File: config.mk
export PLATFORM = sky130hd
export DESIGN_NAME = capture_timer16
export DESIGN_NICKNAME = d
export VERILOG_FILES = /design/src/rtl/ct_pkg.sv /design/src/rtl/ct_event_det.sv /design/src/rtl/ct_counter.sv /design/src/rtl/ct_capture.sv /design/src/rtl/ct_regs.sv /design/src/rtl/capture_timer16.sv
export SDC_FILE = /design/constraint.sdc
export NUM_CORES = 1
export LEC_CHECK = 0
export ABC_AREA = 1
export BUFFER_PORTS_ARGS = -buffer_cell sky130_fd_sc_hd__buf_2
export CELL_PAD_IN_SITES_DETAIL_PLACEMENT = 1
export CELL_PAD_IN_SITES_GLOBAL_PLACEMENT = 2
export CORE_ASPECT_RATIO = 1.25
export CORE_MARGIN = 3
export CORE_UTILIZATION = 35
export CTS_CLUSTER_SIZE = 40
export DETAILED_ROUTE_END_ITERATION = 8
export HOLD_SLACK_MARGIN = 0.1
export PLACE_DENSITY = 0.82
export SETUP_SLACK_MARGIN = 0.5
export SKIP_CTS_REPAIR_TIMING = 1
export SLEW_MARGIN = 25
export SYNTH_ARGS = -nofsm -noshare
export SYNTH_HDL_FRONTEND = slang
export SYNTH_SLANG_ARGS = --single-unit
export TNS_END_PERCENT = 5
File: constraint.sdc
create_clock -name clk_i -period 4 [get_ports clk_i]
set_input_delay 0.6 -clock clk_i [delete_from_list [all_inputs] [get_ports clk_i]]
set_output_delay 0.6 -clock clk_i [all_outputs]
set_load 0.05 [all_outputs]
File: src/rtl/ct_pkg.sv
package ct_pkg;
  typedef enum logic [2:0] {
    SEL_CNT  = 3'd0,
    SEL_CMPA = 3'd1,
    SEL_CAPT = 3'd2,
    SEL_STAT = 3'd3,
    SEL_CTRL = 3'd4
  } reg_sel_e;

  localparam int ST_OVF = 0;
  localparam int ST_CAP = 1;
  localparam int ST_OVR = 2;
  localparam int CTRL_CTC = 0;
endpackage

File: src/rtl/ct_event_det.sv
module ct_event_det #(
  parameter int STAGES = 2
) (
  input  logic clk_i,
  input  logic rst_ni,
  input  logic cap_pin_i,
  input  logic cmp_bit_i,
  input  logic edge_sel_i,
  input  logic src_sel_i,
  output logic event_o
);
  localparam int NSRC = 2;

  logic [NSRC-1:0] raw;
  logic [NSRC-1:0] cur;
  logic [NSRC-1:0] prv;

  assign raw = {cmp_bit_i, cap_pin_i};

  for (genvar s = 0; s < NSRC; s++) begin : g_src
    logic [STAGES-1:0] chain_q;
    logic              prev_q;
    always_ff @(posedge clk_i or negedge rst_ni) begin
      if (!rst_ni) begin
        chain_q <= '0;
        prev_q  <= 1'b0;
      end else begin
        chain_q <= {chain_q[STAGES-2:0], raw[s]};
        prev_q  <= chain_q[STAGES-1];
      end
    end
    assign cur[s] = chain_q[STAGES-1];
    assign prv[s] = prev_q;
  end

  logic pin_rise, pin_fall, cmp_chg;
  assign pin_rise = cur[0] & ~prv[0];
  assign pin_fall = ~cur[0] & prv[0];
  assign cmp_chg  = cur[1] ^ prv[1];

  always_comb begin
    if (src_sel_i) event_o = cmp_chg;
    else           event_o = edge_sel_i ? pin_fall : pin_rise;
  end

  assert_cmp_ignored_R6: assert property (@(posedge clk_i) disable iff (!rst_ni)
    (!src_sel_i && !pin_rise && !pin_fall) |-> !event_o);
endmodule

File: src/rtl/ct_counter.sv
module ct_counter #(
  parameter int W = 16
) (
  input  logic         clk_i,
  input  logic         rst_ni,
  input  logic         tick_i,
  input  logic         load_i,
  input  logic [W-1:0] load_val_i,
  input  logic [W-1:0] cmpa_i,
  input  logic         ctc_en_i,
  input  logic         ovf_clr_i,
  output logic [W-1:0] cnt_o,
  output logic         ovf_flag_o
);
  localparam logic [W-1:0] CNT_MAX = '1;

  logic [W-1:0] cnt_q;
  logic         ovf_q;
  logic         hit, wrap;

  assign hit  = ctc_en_i && (cnt_q == cmpa_i);
  assign wrap = tick_i && !load_i && !hit && (cnt_q == CNT_MAX);

  always_ff @(posedge clk_i or negedge rst_ni) begin
    if (!rst_ni)     cnt_q <= '0;
    else if (load_i) cnt_q <= load_val_i;
    else if (tick_i) cnt_q <= hit ? '0 : cnt_q + 1'b1;
  end

  // set wins over clear
  always_ff @(posedge clk_i or negedge rst_ni) begin
    if (!rst_ni)        ovf_q <= 1'b0;
    else if (wrap)      ovf_q <= 1'b1;
    else if (ovf_clr_i) ovf_q <= 1'b0;
  end

  assign cnt_o      = cnt_q;
  assign ovf_flag_o = ovf_q;

  assert_tick_hold_R2: assert property (@(posedge clk_i) disable iff (!rst_ni)
    (!tick_i && !load_i) |=> (cnt_o == $past(cnt_o)));
  assert_wrap_ovf_R3: assert property (@(posedge clk_i) disable iff (!rst_ni)
    (tick_i && !load_i && !ctc_en_i && cnt_o == CNT_MAX) |=> (ovf_flag_o && cnt_o == '0));
  assert_ctc_clear_R4: assert property (@(posedge clk_i) disable iff (!rst_ni)
    (tick_i && !load_i && ctc_en_i && cnt_o == cmpa_i) |=> (cnt_o == '0));
endmodule

File: src/rtl/ct_capture.sv
module ct_capture #(
  parameter int W = 16
) (
  input  logic         clk_i,
  input  logic         rst_ni,
  input  logic         event_i,
  input  logic [W-1:0] cnt_i,
  input  logic         cap_clr_i,
  input  logic         ovr_clr_i,
  output logic [W-1:0] capt_o,
  output logic         cap_flag_o,
  output logic         overrun_o
);
  logic [W-1:0] capt_q;
  logic         flag_q, ovr_q;

  always_ff @(posedge clk_i or negedge rst_ni) begin
    if (!rst_ni)      capt_q <= '0;
    else if (event_i) capt_q <= cnt_i;
  end

  always_ff @(posedge clk_i or negedge rst_ni) begin
    if (!rst_ni) begin
      flag_q <= 1'b0;
      ovr_q  <= 1'b0;
    end else begin
      if (event_i)        flag_q <= 1'b1;
      else if (cap_clr_i) flag_q <= 1'b0;
      if (event_i && flag_q) ovr_q <= 1'b1;
      else if (ovr_clr_i)    ovr_q <= 1'b0;
    end
  end

  assign capt_o     = capt_q;
  assign cap_flag_o = flag_q;
  assign overrun_o  = ovr_q;

  assert_capture_value_R7: assert property (@(posedge clk_i) disable iff (!rst_ni)
    event_i |=> (capt_o == $past(cnt_i)));
  assert_flag_set_R8: assert property (@(posedge clk_i) disable iff (!rst_ni)
    event_i |=> cap_flag_o);
  assert_overrun_R8: assert property (@(posedge clk_i) disable iff (!rst_ni)
    (event_i && cap_flag_o) |=> overrun_o);
endmodule

File: src/rtl/ct_regs.sv
module ct_regs
  import ct_pkg::*;
#(
  parameter int W = 16
) (
  input  logic         clk_i,
  input  logic         rst_ni,
  input  logic [2:0]   addr_i,
  input  logic         wr_i,
  input  logic [W-1:0] wdata_i,
  input  logic [W-1:0] cnt_i,
  input  logic [W-1:0] capt_i,
  input  logic         ovf_i,
  input  logic         cap_i,
  input  logic         ovr_i,
  output logic [W-1:0] cmpa_o,
  output logic         ctc_en_o,
  output logic         cnt_load_o,
  output logic         ovf_clr_o,
  output logic         cap_clr_o,
  output logic         ovr_clr_o,
  output logic [W-1:0] rdata_o
);
  reg_sel_e     sel;
  logic [W-1:0] cmpa_q;
  logic         ctc_q;
  logic         stat_wr;

  assign sel     = reg_sel_e'(addr_i);
  assign stat_wr = wr_i && (sel == SEL_STAT);

  always_ff @(posedge clk_i or negedge rst_ni) begin
    if (!rst_ni) begin
      cmpa_q <= '0;
      ctc_q  <= 1'b0;
    end else if (wr_i) begin
      if (sel == SEL_CMPA) cmpa_q <= wdata_i;
      if (sel == SEL_CTRL) ctc_q  <= wdata_i[CTRL_CTC];
    end
  end

  assign cmpa_o     = cmpa_q;
  assign ctc_en_o   = ctc_q;
  assign cnt_load_o = wr_i && (sel == SEL_CNT);
  assign ovf_clr_o  = stat_wr && wdata_i[ST_OVF];
  assign cap_clr_o  = stat_wr && wdata_i[ST_CAP];
  assign ovr_clr_o  = stat_wr && wdata_i[ST_OVR];

  always_comb begin
    rdata_o = '0;
    unique case (sel)
      SEL_CNT:  rdata_o = cnt_i;
      SEL_CMPA: rdata_o = cmpa_q;
      SEL_CAPT: rdata_o = capt_i;
      SEL_STAT: begin
        rdata_o[ST_OVF] = ovf_i;
        rdata_o[ST_CAP] = cap_i;
        rdata_o[ST_OVR] = ovr_i;
      end
      SEL_CTRL: rdata_o[CTRL_CTC] = ctc_q;
      default:  rdata_o = '0;
    endcase
  end

  assert_capt_readonly_R10: assert property (@(posedge clk_i) disable iff (!rst_ni)
    (wr_i && sel == SEL_CAPT && !cap_i) |=> (capt_i == $past(capt_i) || cap_i));
endmodule

File: src/rtl/capture_timer16.sv
module capture_timer16 #(
  parameter int CNT_W       = 16,
  parameter int SYNC_STAGES = 2
) (
  input  logic             clk_i,
  input  logic             rst_ni,
  input  logic             tick_i,
  input  logic             cap_pin_i,
  input  logic             cmp_bit_i,
  input  logic             edge_sel_i,
  input  logic             src_sel_i,
  input  logic [2:0]       reg_addr_i,
  input  logic             reg_wr_i,
  input  logic [CNT_W-1:0] reg_wdata_i,
  output logic [CNT_W-1:0] reg_rdata_o,
  output logic             cap_flag_o,
  output logic             ovf_flag_o
);
  logic             evt;
  logic [CNT_W-1:0] cnt, capt, cmpa;
  logic             ctc_en, cnt_load, ovf_clr, cap_clr, ovr_clr;
  logic             ovf, cap, ovr;

  ct_event_det #(.STAGES(SYNC_STAGES)) u_evt (
    .clk_i, .rst_ni, .cap_pin_i, .cmp_bit_i, .edge_sel_i, .src_sel_i,
    .event_o(evt)
  );

  ct_counter #(.W(CNT_W)) u_cnt (
    .clk_i, .rst_ni, .tick_i,
    .load_i(cnt_load), .load_val_i(reg_wdata_i), .cmpa_i(cmpa),
    .ctc_en_i(ctc_en), .ovf_clr_i(ovf_clr),
    .cnt_o(cnt), .ovf_flag_o(ovf)
  );

  ct_capture #(.W(CNT_W)) u_cap (
    .clk_i, .rst_ni, .event_i(evt), .cnt_i(cnt),
    .cap_clr_i(cap_clr), .ovr_clr_i(ovr_clr),
    .capt_o(capt), .cap_flag_o(cap), .overrun_o(ovr)
  );

  ct_regs #(.W(CNT_W)) u_regs (
    .clk_i, .rst_ni, .addr_i(reg_addr_i), .wr_i(reg_wr_i), .wdata_i(reg_wdata_i),
    .cnt_i(cnt), .capt_i(capt), .ovf_i(ovf), .cap_i(cap), .ovr_i(ovr),
    .cmpa_o(cmpa), .ctc_en_o(ctc_en), .cnt_load_o(cnt_load),
    .ovf_clr_o(ovf_clr), .cap_clr_o(cap_clr), .ovr_clr_o(ovr_clr),
    .rdata_o(reg_rdata_o)
  );

  assign cap_flag_o = cap;
  assign ovf_flag_o = ovf;
endmodule

==> metrics, run 1 <==
share of cells above drive strength 1 roughly 14%; Worst Tran Pin Value a little under 0.7 ns; CP Class input pin to output pin; Overall Global Routing Usage between 20% and 30%; Mapped Area 3251 um^2; worst-path cell with the longest stage delay nand2_1; CP Cell Sequence buf_2, nor2_1, nand2_1, o22ai_1, a21oi_1, nand3_1, buf_2; cell with the most instances after synthesis nand2_1; CP dominant cell by count buf_2; worst r2r src u_cnt.cnt_o[1]; Seq/Total Area, Yosys 44.65%; Initial DRC Count about 160; first-pass GRT wire length 16.10 mm; top post-synthesis cells by count nand2_1 (143), inv_1 (77), dfrtp_1 (58); synth unique cells 27; die area between 10,000 and 15,000 um^2; Pins Over Slew Limit 0; TritonCTS clock tree built; dpl hpwl roughly 7.5 mm; power consumption 1.925 mW; Critical Path AT 2.03 ns; status completed; Layout Skew 0.01119 ns; top post-synthesis cells by area dfrtp_1 (45%), nand2_1 (17%), inv_1 (8.9%); final worst slack around 1.4 ns; die height between 100 and 150 um; Sink Count 58; reg2reg end u_cnt.ovf_flag_o; Mean Syn Cell Area approximately 7.3 um^2; CP endpoint kind output pin; Synth top area share between 40 and 50%; fin cells 613; clk_lat worst skew 0.35 ns; Worst setup SP type input pin; maximum vdd drop around 0.20 mV; Top Ports 45; DRC errors left 0; Final period util 65.85%; Setup-failing EPs final 0; Clk pwr share roughly 29%; Tmin final around 2.6 ns; antenna cells 0; Power Density between 500 and 600 nW/um^2; die extent in x 92.20 um; combinational group share of total power between 20% and 30%; ys async rst share 100.0%; Placer Congestion 0.8084; total wire length between 10 and 15 mm; number of warnings issued by yosys 0; Placeable Area around 8800 um^2; number of enable flip-flop cells after synthesis 0; Internal Power between 1 and 1.5 mW; Root Driver clkbuf_8; HP Class input pin to asynchronous set/reset pin; largest net degree at the start of global routing 35; final net count 516; flop-to-flop setup slack between 2 and 2.5 ns; pre-CTS WS between 1 and 1.5 ns; DRT Pass-1 Iters 4; CTS Buf Count 9; area delta synth->final 16.05%; clock-pin slew of the registers on the worst-case setup and hold paths approximately 0.07 ns; Rel. slew slack between 50% and 60%; initial antenna violation count 0; Starting Density 36.76%; buffer depth of the longest clock path 2; most common flop cell mapped by yosys dfrtp_1; H-Tree Depth 3; power share of the sequential group 42.4%; vias in the first global route 3,143; Hold Vio Cnt, Final 0; max-cap violations 0; Vias/cell between 4 and 5; dpl cells a little under 600; switch share approximately two fifths; design area 3772 um^2; Setup TNS 0 ns; cell taking the most area after synthesis dfrtp_1; antenna-violating nets left 0; placed instance area 3566 um^2; Max Freq 379.7 MHz; Vias just over 3k; CP max FO 16; P_sw 0.7457 mW; Congestion Overflow GR 0; synthesized net count 473; critical path's largest stage delay 0.40 ns; worst reg-to-reg path cell count 7; fill count approximately 1.2k; Static Leak roughly 1.9 nW; post-DR wirelength/cell between 15 and 20 um; RSZ-0062 raised after global routing no; Critical Path RT 3.40 ns; site row count 38; Yosys reg bits 58; synthesized instance count around 450; buffers added on ports 44
registers in the layout (all words and copies together), names as in the netlist:
name,count
u_evt.g_src.prev_q,2
u_cap.capt_o,16
u_cnt.ovf_flag_o,1
u_evt.g_src.chain_q,4
u_regs.ctc_en_o,1
u_cnt.cnt_o,16
u_cap.cap_flag_o,1
u_cap.overrun_o,1
u_regs.cmpa_o,16
critical path, delay by kind of cell:
kind | cells | cell delay, ns
compound gates | 2 | 0.35
buf+inv | 2 | 0.39
simple gates | 3 | 0.70
placed cells by master, fill, tap and decap left out, types with 2 or more instances in the layout:
master	n
buf_2	44
buf_4	2
clkbuf_8	10
clkinvlp_4	3
dfrtp_1	58
inv_1	77
inv_2	2
nand2_1	142
nand2_2	2
nand3_1	27
nand3_2	2
nand4_1	4
nor2_1	25
nor3_1	3
o2111ai_1	2
o21ai_0	39
o221ai_1	13
o22ai_1	17
xor2_1	11
cells by family (layout without fill, tap and decap cells):
logic type / count (synthesis) / after routing / share of synthesized area (%)
and+or+nand+nor: 207 / 207 / 26.33
buffers and inverters: 93 / 141 / 11.39
DFF: 58 / 58 / 44.65
AOI/OAI and AO/OA: 73 / 73 / 13.70
adders and majority gates: 1 / 1 / 0.3848
xor gates and xnor gates: 12 / 12 / 3.233
muxes: 1 / 1 / 0.3079
per-stage QoR:
stage / hold slack [ns] / util (%)
finish: 0.2801 / 42.66
global route: 0.3161 / 42.66
CTS: 0.2888 / 42.63
detailed placement: 0.3370 / 40.32
global placement: 0.3328 / 40.32
floorplan: 0.3044 / -
worst max-delay path by stage:
stage,start,end,slack (ns),depth (start not counted)
after global routing,reg_addr_i[2],reg_rdata_o[0],1.21,7
final,reg_addr_i[2],reg_rdata_o[0],1.37,7
after global placement,reg_addr_i[2],reg_rdata_o[0],1.44,7
after detailed placement,reg_addr_i[2],reg_rdata_o[0],1.41,7
after CTS,reg_addr_i[2],reg_rdata_o[0],1.40,7
after floorplan,reg_addr_i[0],reg_rdata_o[1],1.41,4
per-layer routing:
layer | global-route usage [%] | wire length [um]
met5 | 0 | 0
met2 | 37.23 | 5368
met3 | 3.298 | 242
met1 | 23.49 | 4330
met4 | 6.244 | 166
power by group through the flow:
stage                     sequential (mW)  clock [mW]  combinational (mW)
after floorplan                     0.789           0               0.401
after global placement              0.823           0               0.534
after detailed placement            0.826           0               0.547
after CTS                           0.816       0.579               0.553
after global routing                0.835       0.609               0.611
final                               0.816       0.564               0.545
final cells by class:
cell class / instances / area, um^2 / area share [%]
well taps: 120 / 150.1 / 3.980
clock inverters: 6 / 66.31 / 1.758
repair buffers: 46 / 235.2 / 6.235
flip-flops and latches: 58 / 1451 / 38.47
clock buffers: 10 / 137.6 / 3.648
multi-input cells: 294 / 1435 / 38.04
inverters: 79 / 296.5 / 7.861
(Power assumes the default switching activity.)
==> run 2, diff against run 1 <==
Settings changed: ABC_AREA 1 to 0, CORE_UTILIZATION 35 to 37, PLACE_DENSITY 0.82 to 0.77.
Clock period 4 ns to 2.69 ns, I/O delays scaled along.
==> metrics, run 2 <==
status completed; Final period util 77.17%; Setup-failing EPs final 0 (unchanged); H-Tree Depth 3 (unchanged); Min Hold Slack 0.1604 ns (-0.1197 ns); area delta synth->final 16.53%; top post-synthesis cells by count dfrtp_1 (58), mux2_2 (34), nor2_1 (31); Yosys reg bits 58 (unchanged); synth unique cells 38 (+41%); top post-synthesis cells by area dfrtp_1 (45%), mux2_2 (12%), xor2_1 (6.3%); HP Class input pin to register; Pins Over Slew Limit 0 (unchanged); share of cells above drive strength 1 32.95% (+19 points); TritonCTS clock tree built; DRC errors left 0 (unchanged); pre-CTS WS 0.5876 ns (-0.8247 ns); max-cap violations 0 (unchanged); GRT Max-Usage Layer met2; Mean Syn Cell Area 10.67 um^2 (+46%); Layout Skew 0.006799 ns (-0.004391 ns); most frequent cells in the layout dfrtp_1 (58), buf_2 (42), mux2_2 (34); RSZ-0062 raised after global routing no; Seq/Total Area, Yosys 45.33% (+0.68 points); Power Density 789.0 nW/um^2 (+55%); synthesized instance count 300 (-33%); antenna cells 0 (unchanged); CP Cell Sequence mux4_2, nor2b_1, buf_2; CP endpoint kind output pin; Max Freq 481.7 MHz; worst-path cell with the longest stage delay dfrtp_1; Vias/cell 5.377 (+8.6%); total wire length 8.508 mm (-16%); buffers added on ports 44 (unchanged); Critical Path AT 1.67 ns (-0.36 ns); CTS Buf Count 9 (unchanged); Hold Vio Cnt, Final 0 (unchanged); Placeable Area 8333 um^2 (-5.8%); die height 110.0 um (-3.3%); Starting Density 38.42% (+1.7 points); initial antenna violation count 0 (unchanged); first-pass GRT wire length 13.79 mm (-14%); cell taking the most area after synthesis dfrtp_1; CP max FO 9 (-7); final worst slack 0.6142 ns (-0.7519 ns); number of warnings issued by yosys 0 (unchanged); clk_lat worst skew 0.35 ns (about the same); antenna-violating nets left 0 (unchanged); Worst setup SP type register; critical path's largest stage delay 0.50 ns (+0.10 ns); Final Util 44.77% (+2.1 points); final net count 372 (-28%); commonest non-fill, non-tap cell in the layout dfrtp_1; Setup TNS 0 ns (unchanged); most common flop cell mapped by yosys dfrtp_1; dpl cells 429 (-28%); Static Leak 1.631 nW (-15%); Overall Global Routing Usage 19.19% (-0.86 points); die area 9813 um^2 (-6.4%); Top Ports 45 (unchanged); Tmin final 2.076 ns; ys async rst share 100.0% (unchanged); Cells on Worst Hold Path 1; worst reg-to-reg path cell count 5 (-2); die extent in x 89.21 um (-3.2%); largest net degree at the start of global routing 42 (+20%); site row count 37 (-2.6%); met1 Use GR 24.15% (+0.66 points); DRT Pass-1 Iters 4 (unchanged); buffer depth of the longest clock path 2 (unchanged); met3 GRT Util 4.387% (+1.1 points); Rel. slew slack 63.77% (+10 points); power consumption 2.944 mW (+53%); number of enable flip-flop cells after synthesis 0 (unchanged); post-DR wirelength/cell 19.08 um (+16%); CP Class register to output pin; maximum vdd drop 0.3406 mV (+72%); Critical Path RT 2.29 ns (-1.11 ns); Sink Count 58 (unchanged); Mapped Area 3202 um^2 (-1.5%); design area 3731 um^2 (-1.1%); fill count 945 (-19%); Congestion Overflow GR 0 (unchanged); GR Layer Usage met2 31.82% (-5.4 points); Worst Tran Pin Value 0.5434 ns (-0.1485 ns); cell with the most instances after synthesis dfrtp_1; Vias 2,398 (-21%); synthesized net count 328 (-31%); vias in the first global route 2,588 (-18%); Initial DRC Count 68 (-56%); fin cells 446 (-27%); dpl hpwl 6.083 mm (-18%); Root Driver clkbuf_8; Placer Congestion 0.7965 (-1.5%); Synth top area share 45.33% (+0.68 points); placed instance area 3515 um^2 (-1.4%); clock-pin slew of the registers on the worst-case setup and hold paths 0.06 ns (about the same)
==> run 2: power by group <==
part,internal (mW),leakage (nW),switching (mW),total (mW)
logic,0.371,0.829,0.426,0.797
clock network,0.459,0.106,0.339,0.798
registers,1.08,0.696,0.265,1.35
total,1.91,1.63,1.03,2.94
==> run 2: cells by family (layout without fill, tap and decap cells) <==
family | after synthesis | in the layout | synth area share [%]
XOR/XNOR | 30 | 30 | 8.206
flip-flops | 58 | 58 | 45.33
adder cells (fa/ha/maj) | 1 | 1 | 0.3907
AND/OR/NAND/NOR | 95 | 95 | 15.32
multiplexers | 52 | 52 | 18.37
buffers and inverters | 25 | 74 | 4.416
AO/OA/AOI/OAI | 39 | 39 | 7.972
==> run 2: worst paths after layout <==
kind	startpoint	endpoint	slack (ns)
worst min register to register	u_evt.g_src[0].chain_q[0]	u_evt.g_src[0].chain_q[1]	0.35
worst min-delay path	cap_pin_i	u_evt.g_src[0].chain_q[0]	0.16
worst max register to register	u_cnt.cnt_o[7]	u_cnt.cnt_o[1]	0.70
min in group asynchronous	rst_ni	u_cap.capt_o[9]	0.58
max in group asynchronous	rst_ni	u_cap.capt_o[10]	1.51
worst max-delay path	u_cnt.cnt_o[2]	reg_rdata_o[2]	0.61
==> run 2: layer usage <==
metal	up-vias	routed length (um)
li1	1139	-
met1	1215	3843
met2	34	4252
met3	10	276
met4	0	136
met5	-	0
==> run 2: critical path: cells and delay by family (launching register included) <==
| kind | cells | cell delay (ns) |
|---|---|---|
| flip-flops | 1 | 0.50 |
| AND/OR/NAND/NOR | 1 | 0.13 |
| buffers and inverters | 1 | 0.21 |
| multiplexers | 1 | 0.48 |
==> run 2: cell type report <==
| class | count | area [um^2] | share of cell area (%) |
|---|---|---|---|
| Sequential cell | 58 | 1451 | 38.90 |
| Timing Repair Buffer | 56 | 317.8 | 8.518 |
| Multi-Input combinational cell | 217 | 1632 | 43.73 |
| Clock buffer | 15 | 196.4 | 5.265 |
| Clock inverter | 1 | 5.005 | 0.1341 |
| Inverter | 2 | 7.507 | 0.2012 |
| Tap cell | 97 | 121.4 | 3.253 |
